File: config.mk
export PLATFORM = sky130hd
export DESIGN_NAME = fe_frame_err_agg
export DESIGN_NICKNAME = d
export VERILOG_FILES = /design/src/rtl/fe_agg_pkg.sv /design/src/rtl/fe_cond_router.sv /design/src/rtl/fe_flag_bank.sv /design/src/rtl/fe_enable_reg.sv /design/src/rtl/fe_summary.sv /design/src/rtl/fe_frame_err_agg.sv
export SDC_FILE = /design/constraint.sdc
export NUM_CORES = 1
export LEC_CHECK = 0
export ABC_CLOCK_PERIOD_IN_PS = 2600
export BUFFER_PORTS_ARGS = -buffer_cell sky130_fd_sc_hd__clkbuf_2
export CORE_MARGIN = 5
export CORE_UTILIZATION = 40
export CTS_CLUSTER_SIZE = 20
export DETAILED_ROUTE_END_ITERATION = 12
export PLACE_DENSITY = 0.83
export SYNTH_ARGS = -nofsm -noshare
export SYNTH_HDL_FRONTEND = slang
export SYNTH_SLANG_ARGS = --single-unit
File: constraint.sdc
create_clock -name clk -period 2.6 [get_ports clk]
set_input_delay 0.52 -clock clk [delete_from_list [all_inputs] [get_ports clk]]
set_output_delay 0.52 -clock clk [all_outputs]
set_load 0.05 [all_outputs]
File: src/rtl/fe_agg_pkg.sv
package fe_agg_pkg;

    localparam int NUM_COND = 6;
    localparam int STATUS_W = 8;
    localparam int DATA_W   = 8;

    typedef enum logic [2:0] {
        COND_ARB_LOST    = 3'd0,
        COND_ERR_WARN    = 3'd1,
        COND_ERR_PASSIVE = 3'd2,
        COND_BUS_ERR     = 3'd3,
        COND_BUS_OFF     = 3'd4,
        COND_PREBUF_OVF  = 3'd5
    } cond_e;

    typedef enum logic {
        WSEL_ENABLE  = 1'b0,
        WSEL_SUMMARY = 1'b1
    } wsel_e;

    localparam int SUMMARY_CLR_BIT = 0;

    typedef struct packed {
        logic [NUM_COND-1:0] set;
        logic [NUM_COND-1:0] clr;
    } flag_ctl_t;

    typedef struct packed {
        logic                enable_wr;
        logic                summary_clr;
        logic [NUM_COND-1:0] enable_val;
    } reg_wr_t;

    // Bus-error flag follows the capture read strobe; all others follow their own clear.
    function automatic logic [NUM_COND-1:0] build_clear_mask(
        input logic [NUM_COND-1:0] per_flag_clr,
        input logic                capture_rd
    );
        logic [NUM_COND-1:0] m;
        for (int k = 0; k < NUM_COND; k++) begin
            if (k == int'(COND_BUS_ERR)) m[k] = capture_rd;
            else                         m[k] = per_flag_clr[k];
        end
        return m;
    endfunction

endpackage

File: src/rtl/fe_cond_router.sv
module fe_cond_router
    import fe_agg_pkg::*;
#(
    parameter int N = NUM_COND,
    parameter int W = DATA_W
) (
    input  logic [N-1:0] evt_i,
    input  logic [N-1:0] flag_clr_i,
    input  logic         capture_rd_i,
    input  logic         wr_en_i,
    input  logic         wr_sel_i,
    input  logic [W-1:0] wr_data_i,
    output flag_ctl_t    ctl_o,
    output reg_wr_t      wr_o
);
    always_comb begin
        ctl_o.set = evt_i;
        ctl_o.clr = build_clear_mask(flag_clr_i, capture_rd_i);
    end

    always_comb begin
        wr_o.enable_wr   = wr_en_i && (wsel_e'(wr_sel_i) == WSEL_ENABLE);
        wr_o.summary_clr = wr_en_i && (wsel_e'(wr_sel_i) == WSEL_SUMMARY)
                           && wr_data_i[SUMMARY_CLR_BIT];
        wr_o.enable_val  = wr_data_i[N-1:0];
    end
endmodule

File: src/rtl/fe_flag_bank.sv
module fe_flag_bank
    import fe_agg_pkg::*;
#(
    parameter int N = NUM_COND
) (
    input  logic         clk,
    input  logic         rst,
    input  flag_ctl_t    ctl_i,
    output logic [N-1:0] flags_o
);
    for (genvar g = 0; g < N; g++) begin : g_flag
        always_ff @(posedge clk) begin
            if (rst)                flags_o[g] <= 1'b0;
            else if (ctl_i.set[g])  flags_o[g] <= 1'b1;
            else if (ctl_i.clr[g])  flags_o[g] <= 1'b0;
        end
    end
endmodule

File: src/rtl/fe_enable_reg.sv
module fe_enable_reg
    import fe_agg_pkg::*;
#(
    parameter int N = NUM_COND
) (
    input  logic         clk,
    input  logic         rst,
    input  reg_wr_t      wr_i,
    output logic [N-1:0] enable_o
);
    always_ff @(posedge clk) begin
        if (rst)                 enable_o <= '0;
        else if (wr_i.enable_wr) enable_o <= wr_i.enable_val;
    end
endmodule

File: src/rtl/fe_summary.sv
module fe_summary
    import fe_agg_pkg::*;
#(
    parameter int N = NUM_COND
) (
    input  logic         clk,
    input  logic         rst,
    input  logic [N-1:0] evt_i,
    input  logic [N-1:0] enable_i,
    input  logic [N-1:0] flags_i,
    input  logic         clr_req_i,
    output logic         irq_o
);
    logic set_req;
    logic clr_ok;

    assign set_req = |(evt_i & enable_i);
    assign clr_ok  = clr_req_i && (flags_i == '0);

    always_ff @(posedge clk) begin
        if (rst)          irq_o <= 1'b0;
        else if (set_req) irq_o <= 1'b1;
        else if (clr_ok)  irq_o <= 1'b0;
    end
endmodule

File: src/rtl/fe_frame_err_agg.sv
module fe_frame_err_agg
    import fe_agg_pkg::*;
#(
    parameter int N  = NUM_COND,
    parameter int SW = STATUS_W,
    parameter int DW = DATA_W
) (
    input  logic          clk,
    input  logic          rst,
    input  logic [N-1:0]  evt_i,
    input  logic [N-1:0]  flag_clr_i,
    input  logic          capture_rd_i,
    input  logic          wr_en_i,
    input  logic          wr_sel_i,
    input  logic [DW-1:0] wr_data_i,
    output logic [SW-1:0] status_o,
    output logic [N-1:0]  enable_o,
    output logic          irq_o
);
    localparam int RSV_W = SW - N;

    flag_ctl_t    ctl;
    reg_wr_t      wr;
    logic [N-1:0] flags;

    fe_cond_router #(.N(N), .W(DW)) u_router (
        .evt_i        (evt_i),
        .flag_clr_i   (flag_clr_i),
        .capture_rd_i (capture_rd_i),
        .wr_en_i      (wr_en_i),
        .wr_sel_i     (wr_sel_i),
        .wr_data_i    (wr_data_i),
        .ctl_o        (ctl),
        .wr_o         (wr)
    );

    fe_flag_bank #(.N(N)) u_flags (
        .clk     (clk),
        .rst     (rst),
        .ctl_i   (ctl),
        .flags_o (flags)
    );

    fe_enable_reg #(.N(N)) u_enable (
        .clk      (clk),
        .rst      (rst),
        .wr_i     (wr),
        .enable_o (enable_o)
    );

    fe_summary #(.N(N)) u_summary (
        .clk       (clk),
        .rst       (rst),
        .evt_i     (evt_i),
        .enable_i  (enable_o),
        .flags_i   (flags),
        .clr_req_i (wr.summary_clr),
        .irq_o     (irq_o)
    );

    if (RSV_W > 0) begin : g_rsv
        assign status_o = {{RSV_W{1'b0}}, flags};
    end else begin : g_norsv
        assign status_o = flags;
    end
endmodule

==> results.md <==
- Number of library cell types mapped by synthesis: 18
- Final core utilization: between 50% and 60%
- Slew HR: 54.7%
- Final critical-path share of the clock period: 55.7%
- CP max FO: 3
- Kind of cell with the highest combined delay on the critical path: flip-flops
- Residual DRC: 0
- Number of buffers inserted by port buffering: 34
- Placer's final routability congestion estimate: 0.689
- CP arrival: between 0.9 and 1 ns
- Area added between synthesis and finish: 37.5%
- Critical Path Start Type: register
- Mean routed wirelength per cell: 11.3 um
- Fraction of final layout cells with drive strength greater than 1: 42.4%
- Syn avg cell area: 9.13 sq um
- Number of storage elements in the synthesis netlist: 13
- Floorplan die height: ~46 um
- Starting density of the core: 41.0%
- I/O pins: 40
- Setup repair after global routing missed its margin: no
- Die width: about 46 um
- Fraction of met1 tracks used by global routing: 17.2%
- Number of diodes: 0
- CP Capture Point: status_o[1]
- Total count of max-transition violations in the final report: 0
- Worst Setup Path Type: register to output port
- Tightest Pin Transition: 0.679 ns
- Highest-count cells in the layout ignoring fill and taps: 34 x sky130_fd_sc_hd__clkbuf_2, 13 x sky130_fd_sc_hd__dfxtp_1, 12 x sky130_fd_sc_hd__nor2_1
- Core outline area: about 0.0013 sq mm
- Fmax: 691 MHz
- Maximum VDD drop: 350 uV
- Netlist area before placement: 520 sq um
- TritonCTS clock tree: built
- CTS Hold Buffers Added: 0
- Post-cts repair resize count: 0
- Status: finished, final reports clean
- Final clock skew: 0.00104 ns
- Post-route ant nets: 0
- Setup slack, reg-to-reg: 1.23 ns
- Crit-path max cell delay: 0.37 ns
- Shortest period the worst path allows: ~1.4 ns
- Initial DRC Count: 4
- Power after layout: 0.000448 W
- Number of buffers and inverters on the critical path: 1
- Busiest grt layer: met2
- Worst setup path startpoint: u_flags.flags_o[1]
- Post-Syn Instances: 57
- FF-to-FF End: u_summary.irq_o
- Met2 track demand over resource: between 10% and 20%
- Sum Neg Setup Slack: 0 ns
- Path depth of the worst reg2reg path: 3
- Cell Rows: 13
- Synth Flop Type: sky130_fd_sc_hd__dfxtp_1
- Detailed-route vias per instance: 4.64
- Filler Cells Inserted: approximately 120
- Drt pass-1 iters: 4
- Final Routed Wirelength: 1.21 mm
- Global-route wire length before repair: 1.92 mm
- Post-synthesis sequential area ratio: around 50%
- Slowest CP cell: sky130_fd_sc_hd__dfxtp_1
- Total setup violations reported at the end of the flow: 0
- Layout net count: 118
- Yosys Warn Count: 0
- Count of flip-flops with a built-in enable after synthesis: 0
- Most frequent standard cell in the layout excluding fill and tap cells: sky130_fd_sc_hd__clkbuf_2
- Vias: a little under 500
- Pin count of the biggest net entering global routing: 14
- Share of flip-flops with an asynchronous set or reset: 0%
- Die area: 0.00212 sq mm
- Number of levels in the clock H-tree: 1
- TritonCTS Buffers: 3
- Clock transition at the register clock pins on the worst setup and hold paths after CTS: 0.07 ns
- Cell depth of the worst setup path: 1
- Clock Sinks: 13
- Static leakage power: around 0.38 nW
- Required arrival time at the worst endpoint: 2.08 ns
- Critical register-to-register path startpoint: u_flags.flags_o[4]
- Met3 usage: 2.73%
- Endpoint class of the critical path: output port
- Hold Path Class: input pin to register
- Number of buffers on the longest clock path: 2
- Final hold violation count: 0
- Clock root buffer master: sky130_fd_sc_hd__clkbuf_4
- Initial antenna violation count: 0
- Buffers inserted during post-CTS setup optimization: 0
- Vias in the first global route: about 470
- Power density relative to cell area: roughly 630 mW/mm^2
- Global route total overflow: 0
- Max capacitance violation total: 0
- Overall track demand over capacity in global routing: 12.5%
- Clock latency of the later-clocked register in the worst-skew pair: 0.26 ns
- Cells traversed along the worst timing path: clkbuf_2
## stage by stage
stage | hold WS, ns | instance area, sq um | instances | setup WS, ns
floorplan | 0.589 | 524 | 58 | 1.05
global placement | 0.480 | 689 | 103 | 1.00
detailed placement | 0.490 | 689 | 103 | 0.979
CTS | 0.469 | 716 | 107 | 1.14
global route | 0.483 | 716 | 107 | 1.11
finish | 0.482 | 716 | 107 | 1.15
## worst reg2reg max path, delay by kind of cell, from the launching register on
kind            cells  cell delay, ns
simple gates        1            0.53
flops               1            0.33
compound gates      2            0.40
## flip-flops by register name, summed over array words and instances (netlist names)
register	flops
u_summary.irq_o	1
u_flags.flags_o	6
u_enable.enable_o	6
## synth_stat cells (all sizes together) (3+ instances only)
| master | n | area, sq um |
|---|---|---|
| a21oi | 6 | 30.0 |
| buf | 3 | 20.0 |
| dfxtp | 13 | 260 |
| inv | 6 | 22.5 |
| mux2i | 6 | 60.1 |
| nor2 | 12 | 45.0 |
## how the worst min path moves through the flow
| stage | start | end | slack (ns) | depth (start not counted) |
|---|---|---|---|---|
| global placement | u_summary.irq_o | u_summary.irq_o | 0.48 | 2 |
| finish | evt_i[0] | u_flags.flags_o[0] | 0.48 | 3 |
| floorplan | rst | u_summary.irq_o | 0.59 | 1 |
| global route | evt_i[0] | u_flags.flags_o[0] | 0.48 | 3 |
| detailed placement | u_summary.irq_o | u_summary.irq_o | 0.49 | 2 |
| CTS | evt_i[0] | u_flags.flags_o[0] | 0.47 | 3 |
## logic make-up (layout without fill, tap and decap cells)
family	count (synthesis)	after routing	share of synthesized area, %
compound gates	11	11	14.9
buf+inv	10	44	8.89
flops	13	13	50.0
mux	6	6	11.5
other cells	1	2	0.720
simple gates	16	16	13.9
## final cells by class
| cell class | instances | area [sq um] | area share, % |
|---|---|---|---|
| tap | 15 | 18.8 | 2.62 |
| inverter | 6 | 22.5 | 3.15 |
| multi-input combinational | 35 | 218 | 30.4 |
| timing repair buffer | 34 | 170 | 23.8 |
| sequential | 13 | 260 | 36.4 |
| clock buffer | 4 | 26.3 | 3.67 |
## per-layer routing
metal  part of all wire, %  routed length, um
met5                     0                  0
met2                    44                537
met3                    10                127
met1                    45                542
met4                  0.41                  5
## power by group
| group | total, W | leakage, nW | internal (W) | switching, W |
|---|---|---|---|---|
| sequential | 0.000221 | 0.108 | 0.000212 | 0.00000936 |
| combinational | 0.000109 | 0.257 | 0.0000343 | 0.0000749 |
| clock | 0.000118 | 0.0150 | 0.0000593 | 0.0000587 |
No activity file was read; power rests on OpenSTA's default activity.
